[src/rtl/gpio_port_pkg.sv]
package gpio_port_pkg;
   typedef enum logic [1:0] {
      SEL_NONE = 2'd0,
      SEL_DIR  = 2'd1,
      SEL_OUT  = 2'd2,
      SEL_PIN  = 2'd3
   } reg_sel_e;

   localparam int unsigned OFS_DIR = 0;
   localparam int unsigned OFS_OUT = 1;
   localparam int unsigned OFS_PIN = 2;
endpackage

[src/rtl/gpio_addr_dec.sv]
module gpio_addr_dec
   import gpio_port_pkg::*;
#(
   parameter int unsigned ADDR_W    = 4,
   parameter int unsigned BASE_ADDR = 0
) (
   input  logic [ADDR_W-1:0] addr,
   output reg_sel_e          sel
);
   localparam logic [ADDR_W-1:0] A_DIR = ADDR_W'(BASE_ADDR + OFS_DIR);
   localparam logic [ADDR_W-1:0] A_OUT = ADDR_W'(BASE_ADDR + OFS_OUT);
   localparam logic [ADDR_W-1:0] A_PIN = ADDR_W'(BASE_ADDR + OFS_PIN);

   generate
      if (BASE_ADDR + OFS_PIN >= (1 << ADDR_W)) begin : g_bad_base
         $error("gpio_addr_dec: register window exceeds address space");
      end
   endgenerate

   always_comb begin
      if (addr == A_DIR)      sel = SEL_DIR;
      else if (addr == A_OUT) sel = SEL_OUT;
      else if (addr == A_PIN) sel = SEL_PIN;
      else                    sel = SEL_NONE;
   end
endmodule

[src/rtl/gpio_sync.sv]
module gpio_sync #(
   parameter int unsigned WIDTH  = 8,
   parameter int unsigned STAGES = 2
) (
   input  logic             clk,
   input  logic             rst_n,
   input  logic [WIDTH-1:0] d_async,
   output logic [WIDTH-1:0] q_sync
);
   generate
      if (STAGES < 2) begin : g_bad_stages
         $error("gpio_sync: STAGES must be at least 2");
      end
   endgenerate

   logic [STAGES-1:0][WIDTH-1:0] chain_q;

   always_ff @(posedge clk or negedge rst_n) begin
      if (!rst_n) chain_q[0] <= '0;
      else        chain_q[0] <= d_async;
   end

   generate
      for (genvar s = 1; s < STAGES; s++) begin : g_stage
         always_ff @(posedge clk or negedge rst_n) begin
            if (!rst_n) chain_q[s] <= '0;
            else        chain_q[s] <= chain_q[s-1];
         end
      end
   endgenerate

   assign q_sync = chain_q[STAGES-1];
endmodule

[src/rtl/gpio_port_regfile.sv]
module gpio_port_regfile
   import gpio_port_pkg::*;
#(
   parameter int unsigned WIDTH = 8
) (
   input  logic             clk,
   input  logic             rst_n,
   input  logic             hw_stby,
   input  logic             sw_stby,
   input  logic             wr_en,
   input  reg_sel_e         sel,
   input  logic [WIDTH-1:0] wdata,
   output logic [WIDTH-1:0] dir_q,
   output logic [WIDTH-1:0] out_q
);
   logic wr_ok;
   assign wr_ok = wr_en && !sw_stby;

   always_ff @(posedge clk or negedge rst_n) begin
      if (!rst_n) begin
         dir_q <= '0;
         out_q <= '0;
      end else if (hw_stby) begin
         dir_q <= '0;
         out_q <= '0;
      end else if (wr_ok) begin
         if (sel == SEL_DIR) dir_q <= wdata;
         if (sel == SEL_OUT) out_q <= wdata;
      end
   end
endmodule

[src/rtl/gpio_read_mux.sv]
module gpio_read_mux
   import gpio_port_pkg::*;
#(
   parameter int unsigned    WIDTH    = 8,
   parameter logic [WIDTH-1:0] DIR_FILL = '1
) (
   input  logic             rd_en,
   input  reg_sel_e         sel,
   input  logic [WIDTH-1:0] dir_q,
   input  logic [WIDTH-1:0] out_q,
   input  logic [WIDTH-1:0] pin_sync,
   output logic [WIDTH-1:0] rdata
);
   logic [WIDTH-1:0] pin_view;

   generate
      for (genvar b = 0; b < WIDTH; b++) begin : g_bit
         assign pin_view[b] = dir_q[b] ? out_q[b] : pin_sync[b];
      end
   endgenerate

   always_comb begin
      rdata = '0;
      if (rd_en) begin
         case (sel)
            SEL_DIR: rdata = DIR_FILL;
            SEL_OUT: rdata = out_q;
            SEL_PIN: rdata = pin_view;
            default: rdata = '0;
         endcase
      end
   end
endmodule

[src/rtl/gpio_port_regs.sv]
module gpio_port_regs
   import gpio_port_pkg::*;
#(
   parameter int unsigned      WIDTH       = 8,
   parameter int unsigned      ADDR_W      = 4,
   parameter int unsigned      BASE_ADDR   = 0,
   parameter int unsigned      SYNC_STAGES = 2,
   parameter logic [WIDTH-1:0] DIR_FILL    = '1
) (
   input  logic              clk,
   input  logic              rst_n,
   input  logic              hw_stby,
   input  logic              sw_stby,
   input  logic [ADDR_W-1:0] bus_addr,
   input  logic              bus_wr,
   input  logic              bus_rd,
   input  logic [WIDTH-1:0]  bus_wdata,
   output logic [WIDTH-1:0]  bus_rdata,
   input  logic [WIDTH-1:0]  pin_in,
   output logic [WIDTH-1:0]  pin_oe,
   output logic [WIDTH-1:0]  pin_out
);
   generate
      if (WIDTH < 1) begin : g_bad_width
         $error("gpio_port_regs: WIDTH must be positive");
      end
   endgenerate

   reg_sel_e         sel;
   logic [WIDTH-1:0] dir_q;
   logic [WIDTH-1:0] out_q;
   logic [WIDTH-1:0] pin_sync;

   gpio_addr_dec #(.ADDR_W(ADDR_W), .BASE_ADDR(BASE_ADDR)) u_dec (
      .addr (bus_addr),
      .sel  (sel)
   );

   gpio_port_regfile #(.WIDTH(WIDTH)) u_regs (
      .clk     (clk),
      .rst_n   (rst_n),
      .hw_stby (hw_stby),
      .sw_stby (sw_stby),
      .wr_en   (bus_wr),
      .sel     (sel),
      .wdata   (bus_wdata),
      .dir_q   (dir_q),
      .out_q   (out_q)
   );

   gpio_sync #(.WIDTH(WIDTH), .STAGES(SYNC_STAGES)) u_sync (
      .clk     (clk),
      .rst_n   (rst_n),
      .d_async (pin_in),
      .q_sync  (pin_sync)
   );

   gpio_read_mux #(.WIDTH(WIDTH), .DIR_FILL(DIR_FILL)) u_rmux (
      .rd_en    (bus_rd),
      .sel      (sel),
      .dir_q    (dir_q),
      .out_q    (out_q),
      .pin_sync (pin_sync),
      .rdata    (bus_rdata)
   );

   assign pin_oe  = hw_stby ? '0 : dir_q;
   assign pin_out = out_q;
endmodule

[config.mk]
export PLATFORM = sky130hd
export DESIGN_NAME = gpio_port_regs
export DESIGN_NICKNAME = d
export VERILOG_FILES = /design/src/rtl/gpio_port_pkg.sv /design/src/rtl/gpio_addr_dec.sv /design/src/rtl/gpio_sync.sv /design/src/rtl/gpio_port_regfile.sv /design/src/rtl/gpio_read_mux.sv /design/src/rtl/gpio_port_regs.sv
export SDC_FILE = /design/constraint.sdc
export NUM_CORES = 1
export LEC_CHECK = 0
export BUFFER_PORTS_ARGS = -buffer_cell sky130_fd_sc_hd__buf_2
export CAP_MARGIN = 20
export CORE_AREA = 2 2 59 61
export CTS_CLUSTER_DIAMETER = 40
export DETAILED_ROUTE_END_ITERATION = 12
export DIE_AREA = 0 0 61 63
export HOLD_SLACK_MARGIN = 0.12
export PLACE_DENSITY = 0.77
export SYNTH_ARGS = -nofsm -noshare
export SYNTH_HDL_FRONTEND = slang
export SYNTH_HIERARCHICAL = 1
export SYNTH_SLANG_ARGS = --single-unit
[constraint.sdc]
create_clock -name clk -period 1.5 [get_ports clk]
set_clock_uncertainty 0.05 [all_clocks]
set_input_delay 0.15 -clock clk [delete_from_list [all_inputs] [get_ports clk]]
set_output_delay 0.15 -clock clk [all_outputs]
set_load 0.01 [all_outputs]
==> results.md, run 1 <==
* RSZ-0062 raised after global routing: true
* Crit path max-delay cell type: nor3_4
* Core Region at 0.00323 sq mm
* Post-synth EDFFs at 0
* Fin worst setup slack at -22.2 ps
* Syn-to-layout area delta at 42.9%
* Reg2Reg Setup Slack at 620 ps
* Crit-path max cell delay at 330 ps
* Seq/Total Area, Yosys at 51.3%
* Via Count at 1280
* Post-DR wirelength/cell at 14.0 um
* # setup viols final at 5
* Reg2reg path depth at 3
* # diodes at 0
* Final count of hold timing violations at 0
* Synth Warn # at 6
* ANT nets after route at 0
* DRC Markers at 0
* Clk buf depth at 2
* Startpoint Class: primary input
* IO buf count at 49
* Synth cell count leaders: 32 x dfrtp_1, 25 x nand2b_1, 16 x mux2i_1, 16 x nand2_1, 9 x buf_4
* Largest area contributor in the netlist: dfrtp_1
* Worst-path cell chain: buf_8 > xnor2_4 > nor3_4 > buf_6 > o21ai_1 > a32o_2 > buf_6
* FP Rows at 21
* MaxCap Viol Count at 0
* Met1 Track Usage GR at 26.5%
* I/O pin count at 50
* Failing checks: setup timing
* Levels on crit path at 7
* DR iter-0 viols at 55
* Drt first pass iters at 4
* Most used DFF post-synth: dfrtp_1
* Status: finished, violations left
* Worst Path Arrival at 1320 ps
* Root Driver: clkbuf_4
* Tmin final at 1520 ps
* Final WL at 3660 um
* FF-to-FF Start: u_regs/dir_q[5]
* Critical path origin: bus_addr[1]
* Setup_tns at -65.0 ps
* Most common cell in the netlist: dfrtp_1
* Pin count of the biggest net entering global routing at 33
* First-pass GRT wire length at 5480 um
* Clock latency on the worst-skew pair at 320 ps
* Critical Path Sink: bus_rdata[1]
* Setup crit end kind: primary output
* Share of cells above drive strength 1 at 41.9%
* End of the worst register-to-register path: u_regs/dir_q[5]
* CTS sink count at 32
* Required time of the critical path at 1300 ps
* Critical path class: in2out
* DR vias/cell at 4.90
* Pwr/cell area at 749 mW/mm^2
* Worst vdd ir at 509 uV
* Asr flop ratio synth at 100%
* Grt ovf at 0
* Die H at 63 um
* Mapped Cells at 145
* Yosys cell types at 18
* Met3 global-route usage at 6.63%
* WHS at 263 ps
* Nets at 241
* Syn nets at 171
* Clk slew on worst S/H paths at 100 ps
* Final period util at 101%
* Fmax achieved at 657 MHz
* Syn avg cell area at 10.8 sq um
* Crit-path max FO at 6
* Die Wd at 61 um
* Slew @ Worst Pin at 694 ps
* GR peak layer: met2
* Vias in the first global route at 1183
* Post-DP HPWL at 2340 um
* H-tree depth at 2
* Mapped Area at 0.00156 sq mm
* Min-delay worst type: in2reg
* Synth area leaders: dfrtp_1 51%, mux2i_1 10%, nand2b_1 10%, a32o_1 5.1%, buf_4 4.3%
* Top delay family on crit path: buffers and inverters
* Final GP Congestion at 0.765
* DIE AREA at 0.00384 sq mm
* Worst rel slew slack at 53.8%
* Initial Utilization at 48.3%
* Yosys top cell area share at 51.3%
* Crit path top cell by count: buf_6
* GRT Total Usage at 19.5%
* Initial antenna violation count at 0
* Seq cells post-synth at 32
* Fillers at 260
* Slew Limit Fails at 0
* Grt met2 use at 28.9%
* Worst Path Buf+Inv at 3
* Lkg Pwr at 1.16 nW
* Num CTS Buffers at 5
* TritonCTS clock tree: built
cell families after synthesis:
| family | synth area share, % |
|---|---|
| AND/OR/NAND/NOR | 21.5 |
| flip-flops | 51.3 |
| buffers and inverters | 8.66 |
| AO/OA/AOI/OAI | 7.70 |
| multiplexers | 10.3 |
| XOR/XNOR | 0.561 |
metrics by stage:
stage	std cells	util (%)	power (mW)	worst slack (ps)	cell area, sq um
floorplan	145	-	1.00	62.0	1560
detailed placement	232	56.3	1.08	21.1	1820
CTS	256	63.5	1.64	15.2	2050
global route	261	69.0	1.75	-57.6	2230
global placement	232	56.3	1.07	32.9	1820
finish	261	69.0	1.67	-22.2	2230
state kept, by name, summed over array words and instances (netlist names):
register and cells:
u_regs/dir_q 8, u_sync/chain_q 8, u_sync/q_sync 8, u_regs/out_q 8
layer usage:
| layer | part of all wire (%) | wire, um | vias up |
|---|---|---|---|
| met5 | 0 | 0 | - |
| met4 | 0.88 | 32 | 0 |
| met2 | 50 | 1840 | 49 |
| li1 | - | - | 613 |
| met1 | 42 | 1530 | 614 |
| met3 | 7.0 | 255 | 4 |
worst min-delay path by stage:
stage,startpoint,to,slack (ps),depth (start not counted)
after floorplan,rst_n,u_regs/dir_q[0],-200,0
after global placement,rst_n,u_sync/chain_q[5],170,1
after detailed placement,rst_n,u_regs/dir_q[4],190,1
after CTS,bus_wr,u_regs/dir_q[1],250,4
after global routing,bus_wr,u_regs/out_q[6],280,3
final,bus_wr,u_regs/out_q[5],260,3
area by class of cell:
type	count	area, sq um	share of cell area [%]
Tap cell	46	57.6	2.58
Sequential cell	32	801	35.9
Clock buffer	7	65.1	2.92
Inverter	8	30.0	1.35
Multi-Input combinational cell	89	707	31.7
Timing Repair Buffer	79	569	25.5
power by group:
part	switching, mW	internal (mW)
registers	0.0103	0.889
logic	0.111	0.128
clock network	0.267	0.265
timing repair:
action,CTS,global route
hold buffers,17,0
gates resized for setup,0,43
hold endpoints to repair,56,0
setup endpoints to repair,0,8
setup buffers,0,5
tightest hold or removal path, stage by stage:
cell and delay, ps:
buf_2 130, nand4bb_1 220, mux2i_1 110
placed cells by master, fill, tap and decap left out, drive strengths merged, types with 7 or more instances in the layout:
master,Yosys,layout
dlygate4sd3,0,17
inv,8,8
nand2b,25,25
buf,13,62
dfrtp,32,32
a32o,8,8
clkbuf,3,7
nand2,16,16
mux2i,16,16
nor2b,8,8
o21ai,8,8
No activity file was read; power rests on OpenSTA's default activity.
==> inputs of run 2 (changes only) <==
--- a/config.mk
+++ b/config.mk
@@ -12,7 +12,7 @@
 export DETAILED_ROUTE_END_ITERATION = 12
 export DIE_AREA = 0 0 61 63
 export HOLD_SLACK_MARGIN = 0.12
-export PLACE_DENSITY = 0.77
+export PLACE_DENSITY = 0.87
 export SYNTH_ARGS = -nofsm -noshare
 export SYNTH_HDL_FRONTEND = slang
 export SYNTH_HIERARCHICAL = 1
==> results.md, run 2 (synthesis results as in run 1) <==
* Status: completed
* Pin count of the biggest net entering global routing at 33 (unchanged)
* Setup_tns at 0 ps (+65.0 ps)
* GRT Total Usage at 18.8% (-0.79 points)
* FP Rows at 21 (unchanged)
* Worst Path Arrival at 1260 ps (-60 ps)
* WL met3 at 214 um (-16%)
* First-pass GRT wire length at 5380 um (-1.9%)
* Min-delay worst type: in2reg
* Die Wd at 61 um (unchanged)
* IO buf count at 49 (unchanged)
* Metal-1 WL at 1450 um (-5.1%)
* Fmax achieved at 686 MHz (+4.4%)
* Drt first pass iters at 4 (unchanged)
* Nets at 236 (-2.1%)
* Initial Utilization at 48.3% (unchanged)
* Crit-path max FO at 4 (-2)
* Worst vdd ir at 587 uV (+15%)
* Net Sw Power at 376 uW (-3.3%)
* Post-DR wirelength/cell at 13.1 um (-6.7%)
* Startpoint Class: flop
* Sequential share of power at 58.2% (+4.4 points)
* Most common cell after layout, fill and taps aside: buf_2
* DR vias/cell at 4.90 (-0.12%)
* Core Region at 0.00323 sq mm (unchanged)
* Initial antenna violation count at 0 (unchanged)
* Final count of hold timing violations at 0 (unchanged)
* DRC Markers at 0 (unchanged)
* Switching share of power at 24.3% (+1.1 points)
* Clock Power Share at 28.5% (-3.4 points)
* Critical Path Sink: bus_rdata[4]
* Multi-input gate area at 647 sq um (-8.5%)
* Pwr/cell area at 747 mW/mm^2 (-0.28%)
* Worst rel slew slack at 53.4% (-0.31 points)
* Clk slew on worst S/H paths at 90 ps (about the same)
* Vias in the first global route at 1258 (+6.3%)
* WHS at 240 ps (-23.2 ps)
* Slew Limit Fails at 0 (unchanged)
* Combinational share of power at 13.3% (-1.0 points)
* FF-to-FF Start: u_regs/dir_q[1]
* Clock latency on the worst-skew pair at 320 ps (about the same)
* DIE AREA at 0.00384 sq mm (unchanged)
* H-tree depth at 2 (unchanged)
* Critical path class: reg2out
* Num CTS Buffers at 5 (unchanged)
* Post-DP HPWL at 2210 um (-5.4%)
* Lkg Pwr at 1.10 nW (-5.9%)
* Final WL at 3350 um (-8.5%)
* # diodes at 0 (unchanged)
* Slew @ Worst Pin at 698 ps (+4.64 ps)
* Commonest cells after routing, fill and taps aside: 48 x buf_2, 32 x dfrtp_1, 24 x nand2b_1, 17 x dlygate4sd3_1
* Syn-to-layout area delta at 32.5%
* Clk buf depth at 2 (unchanged)
* Register area at 801 sq um (unchanged)
* Reg2Reg Setup Slack at 650 ps (+30 ps)
* Share of cells above drive strength 1 at 32.9% (-9.0 points)
* Final period util at 97.2% (-4.3 points)
* Final GP Congestion at 0.781 (+2.0%)
* Via Count at 1254 (-2.0%)
* DR iter-0 viols at 68 (+24%)
* TritonCTS clock tree: built
* Die H at 63 um (unchanged)
* Setup crit end kind: primary output
* Grt ovf at 0 (unchanged)
* MaxCap Viol Count at 0 (unchanged)
* Fillers at 265 (+1.9%)
* Tmin final at 1460 ps (-63.8 ps)
* Required time of the critical path at 1300 ps (about the same)
* Critical path origin: u_regs/dir_q[4]
* RSZ-0062 raised after global routing: true
* Root Driver: clkbuf_4
* I/O pin count at 50 (unchanged)
* Reg2reg path depth at 3 (unchanged)
* End of the worst register-to-register path: u_regs/dir_q[1]
* Top routing layer used: met4
* # setup viols final at 0 (-5)
* Met2 WL post-DR at 1650 um (-10%)
* ANT nets after route at 0 (unchanged)
* CTS sink count at 32 (unchanged)
* Internal power at 1.17 mW (-8.8%)
[run 2: through the flow]
stage | std cells | worst slack, ps | instance area (sq um) | utilization (%) | total power, mW
final | 256 | 41.6 | 2070 | 64.0 | 1.54
after global routing | 256 | -8.40 | 2070 | 64.0 | 1.62
after CTS | 255 | -3.80 | 2040 | 63.0 | 1.55
after detailed placement | 229 | -135 | 1800 | 55.6 | 1.07
after global placement | 229 | -86.3 | 1800 | 55.6 | 1.07
after floorplan | 145 | 62.0 | 1560 | - | 1.00
[run 2: area by class of cell]
cell class	instances	share of cell area, %
inverters	8	1.45
clock buffers	6	2.00
flip-flops and latches	32	38.7
well taps	46	2.78
repair buffers	74	23.5
clock inverters	1	0.242
multi-input cells	89	31.3
[run 2: worst min-delay path by stage]
stage	start	end	slack, ps	cells past startpoint
floorplan	rst_n	u_regs/dir_q[0]	-200	0
detailed placement	rst_n	u_sync/q_sync[7]	190	1
global route	bus_wr	u_regs/out_q[6]	240	3
finish	bus_wr	u_regs/out_q[6]	240	3
global placement	rst_n	u_sync/q_sync[7]	180	1
CTS	bus_wr	u_regs/out_q[6]	220	3
[run 2: timing repair]
| action | in CTS | in global routing |
|---|---|---|
| setup endpoints to repair | 8 | 8 |
| hold buffers | 17 | 0 |
| hold endpoints to repair | 56 | 0 |
| pin swaps | 1 | 14 |
| resized for setup | 3 | 5 |
| setup buffers | 2 | 1 |
[run 2: worst max-delay path: stages, from the launching register on]
cell and delay, ps:
dfrtp_1 420, nand2_1 70, nand2_1 50, a32o_1 260
buf_2 140
[run 2: power by group through the flow]
stage	clock network (mW)	logic, mW	registers [mW]
5_1_grt	0.493	0.226	0.902
6_report	0.441	0.205	0.899
2_1_floorplan	0	0.0900	0.915
3_5_place_dp	0	0.158	0.916
4_1_cts	0.456	0.198	0.899
3_3_place_gp	0	0.154	0.915
[run 2: metal layers]
layer,vias up,track usage [%]
met5,-,0
met1,597,23.2
met4,0,8.97
met3,4,5.59
li1,605,-
met2,48,29.3
==> inputs of run 3 (changes only) <==
--- a/config.mk
+++ b/config.mk
@@ -12,7 +12,7 @@
 export DETAILED_ROUTE_END_ITERATION = 12
 export DIE_AREA = 0 0 61 63
 export HOLD_SLACK_MARGIN = 0.12
-export PLACE_DENSITY = 0.87
+export PLACE_DENSITY = 0.78
 export SYNTH_ARGS = -nofsm -noshare
 export SYNTH_HDL_FRONTEND = slang
 export SYNTH_HIERARCHICAL = 1
==> results.md, run 3 (synthesis results as in run 1) <==
* Status: completed
* Most common cell after layout, fill and taps aside: buf_2
* Initial Utilization at 48.3% (unchanged)
* I/O pin count at 50 (unchanged)
* Clock latency on the worst-skew pair at 320 ps (about the same)
* Post-DP HPWL at 2380 um (+7.9%)
* Crit path max-delay cell type: nor3_2
* Final Total Pwr at 1.61 mW (+4.3%)
* Fin util at 65.5% (+1.6 points)
* ANT nets after route at 0 (unchanged)
* Min-delay worst type: in2reg
* Pin count of the biggest net entering global routing at 33 (unchanged)
* MaxCap Viol Count at 0 (unchanged)
* Syn-to-layout area delta at 35.8%
* Min-Delay Endpoint: u_regs/out_q[6]
* Setup crit end kind: primary output
* Crit path top cell by count: buf_2
* Core Region at 0.00323 sq mm (unchanged)
* # diodes at 0 (unchanged)
* Slew Limit Fails at 0 (unchanged)
* Vias in the first global route at 1273 (+1.2%)
* Die H at 63 um (unchanged)
* TritonCTS clock tree: built
* Worst vdd ir at 566 uV (-3.6%)
* DIE AREA at 0.00384 sq mm (unchanged)
* Tmin final at 1450 ps (-5.90 ps)
* Reg2reg path depth at 3 (unchanged)
* WHS at 238 ps (-2.26 ps)
* Commonest cells after routing, fill and taps aside: 48 x buf_2, 32 x dfrtp_1, 25 x nand2b_1, 17 x dlygate4sd3_1
* End of the worst register-to-register path: u_regs/dir_q[1]
* Multi-input gate area at 644 sq um (-0.39%)
* Slew @ Worst Pin at 669 ps (-28.9 ps)
* FF-to-FF Start: u_regs/dir_q[1]
* Hold Startpoint: bus_wr
* Fillers at 272 (+2.6%)
* Final period util at 96.8% (-0.39 points)
* Initial antenna violation count at 0 (unchanged)
* Pwr/cell area at 760 mW/mm^2 (+1.8%)
* # setup viols final at 0 (unchanged)
* Lkg Pwr at 1.13 nW (+2.9%)
* Worst rel slew slack at 55.4% (+1.9 points)
* Via Count at 1285 (+2.5%)
* GRT Total Usage at 19.9% (+1.2 points)
* IO buf count at 49 (unchanged)
* CTS sink count at 32 (unchanged)
* Required time of the critical path at 1300 ps (about the same)
* Register area at 801 sq um (unchanged)
* Final count of hold timing violations at 0 (unchanged)
* Num CTS Buffers at 5 (unchanged)
* Fmax achieved at 688 MHz (+0.41%)
* Reg2Reg Setup Slack at 650 ps (about the same)
* Final Non-Filler Cells at 263 (+2.7%)
* DR iter-0 viols at 53 (-22%)
* Clk buf depth at 2 (unchanged)
* FP Rows at 21 (unchanged)
* Post-DR wirelength/cell at 13.2 um (+1.3%)
* RSZ-0062 raised after global routing: true
* Final GP Congestion at 0.784 (+0.42%)
* H-tree depth at 2 (unchanged)
* Drt first pass iters at 4 (unchanged)
* Clk slew on worst S/H paths at 90 ps (about the same)
* Startpoint Class: primary input
* Worst Path Arrival at 1250 ps (about the same)
* Critical path class: in2out
* Nets at 242 (+2.5%)
* Worst-path cell chain: buf_2 > nor3_2 > nand2b_1 > buf_4 > nand2_1 > a32o_1 > buf_2
* DRC Markers at 0 (unchanged)
* Hold depth at 3 (unchanged)
* Grt ovf at 0 (unchanged)
* DP Cell Count at 234 (+2.2%)
* Final WL at 3480 um (+4.1%)
* Root Driver: clkbuf_4
* DR vias/cell at 4.89 (-0.26%)
* Die Wd at 61 um (unchanged)
* Share of cells above drive strength 1 at 33.6% (+0.78 points)
* Crit-path max FO at 4 (unchanged)
* Crit-path max cell delay at 260 ps (-160 ps)
* First-pass GRT wire length at 5580 um (+3.9%)
-- run 3: metrics by stage --
step                worst slack, ps  TNS [ps]  area (sq um)
finish                         47.5         0          2120
global route                  -31.3      -119          2120
CTS                            1.57         0          2070
detailed placement            -65.1      -530          1830
global placement              -21.3      -134          1830
floorplan                      62.0         0          1560
-- run 3: worst max path at each step --
| stage | cells past startpoint | start | to | slack [ps] |
|---|---|---|---|---|
| 3_3_place_gp | 7 | bus_addr[3] | bus_rdata[2] | -20 |
| 6_report | 7 | bus_addr[3] | bus_rdata[1] | 50 |
| 5_1_grt | 4 | u_regs/dir_q[2] | bus_rdata[2] | -30 |
| 2_1_floorplan | 6 | bus_addr[3] | bus_rdata[0] | 60 |
| 3_5_place_dp | 7 | bus_addr[3] | bus_rdata[4] | -70 |
| 4_1_cts | 8 | bus_addr[0] | bus_rdata[4] | 2 |
-- run 3: critical path: cells and delay by family --
family | cells | cell delay (ps)
AOI/OAI and AO/OA | 1 | 250
buffers and inverters | 3 | 380
and+or+nand+nor | 3 | 470
-- run 3: cell type report --
type	instances	area share (%)
clock buffers	8	2.78
inverters	8	1.42
multi-input cells	89	30.4
flip-flops and latches	32	37.8
well taps	46	2.72
repair buffers	80	24.9
-- run 3: timing repair --
| item | in CTS | in global routing |
|---|---|---|
| hold buffers | 17 | 0 |
| setup buffers | 0 | 4 |
| resized for setup | 2 | 4 |
| endpoints found under the hold margin | 56 | 0 |
| pin swaps | 0 | 13 |
| endpoints found under the setup margin | 8 | 8 |
-- run 3: power breakdown --
part | leakage, nW | total (mW) | internal (mW) | switching [mW]
Sequential | 0.409 | 0.899 | 0.889 | 0.0104
Combinational | 0.685 | 0.212 | 0.113 | 0.0991
Clock | 0.0326 | 0.500 | 0.231 | 0.269
-- run 3: layer usage --
metal  vias to the layer above  wire length [um]  global-route usage [%]
met1                       618              1500                    25.3
met2                        47              1750                    30.0
met3                         7               178                    7.66
li1                        613                 -                       -
met5                         -                 0                       0
met4                         0                55                    8.15
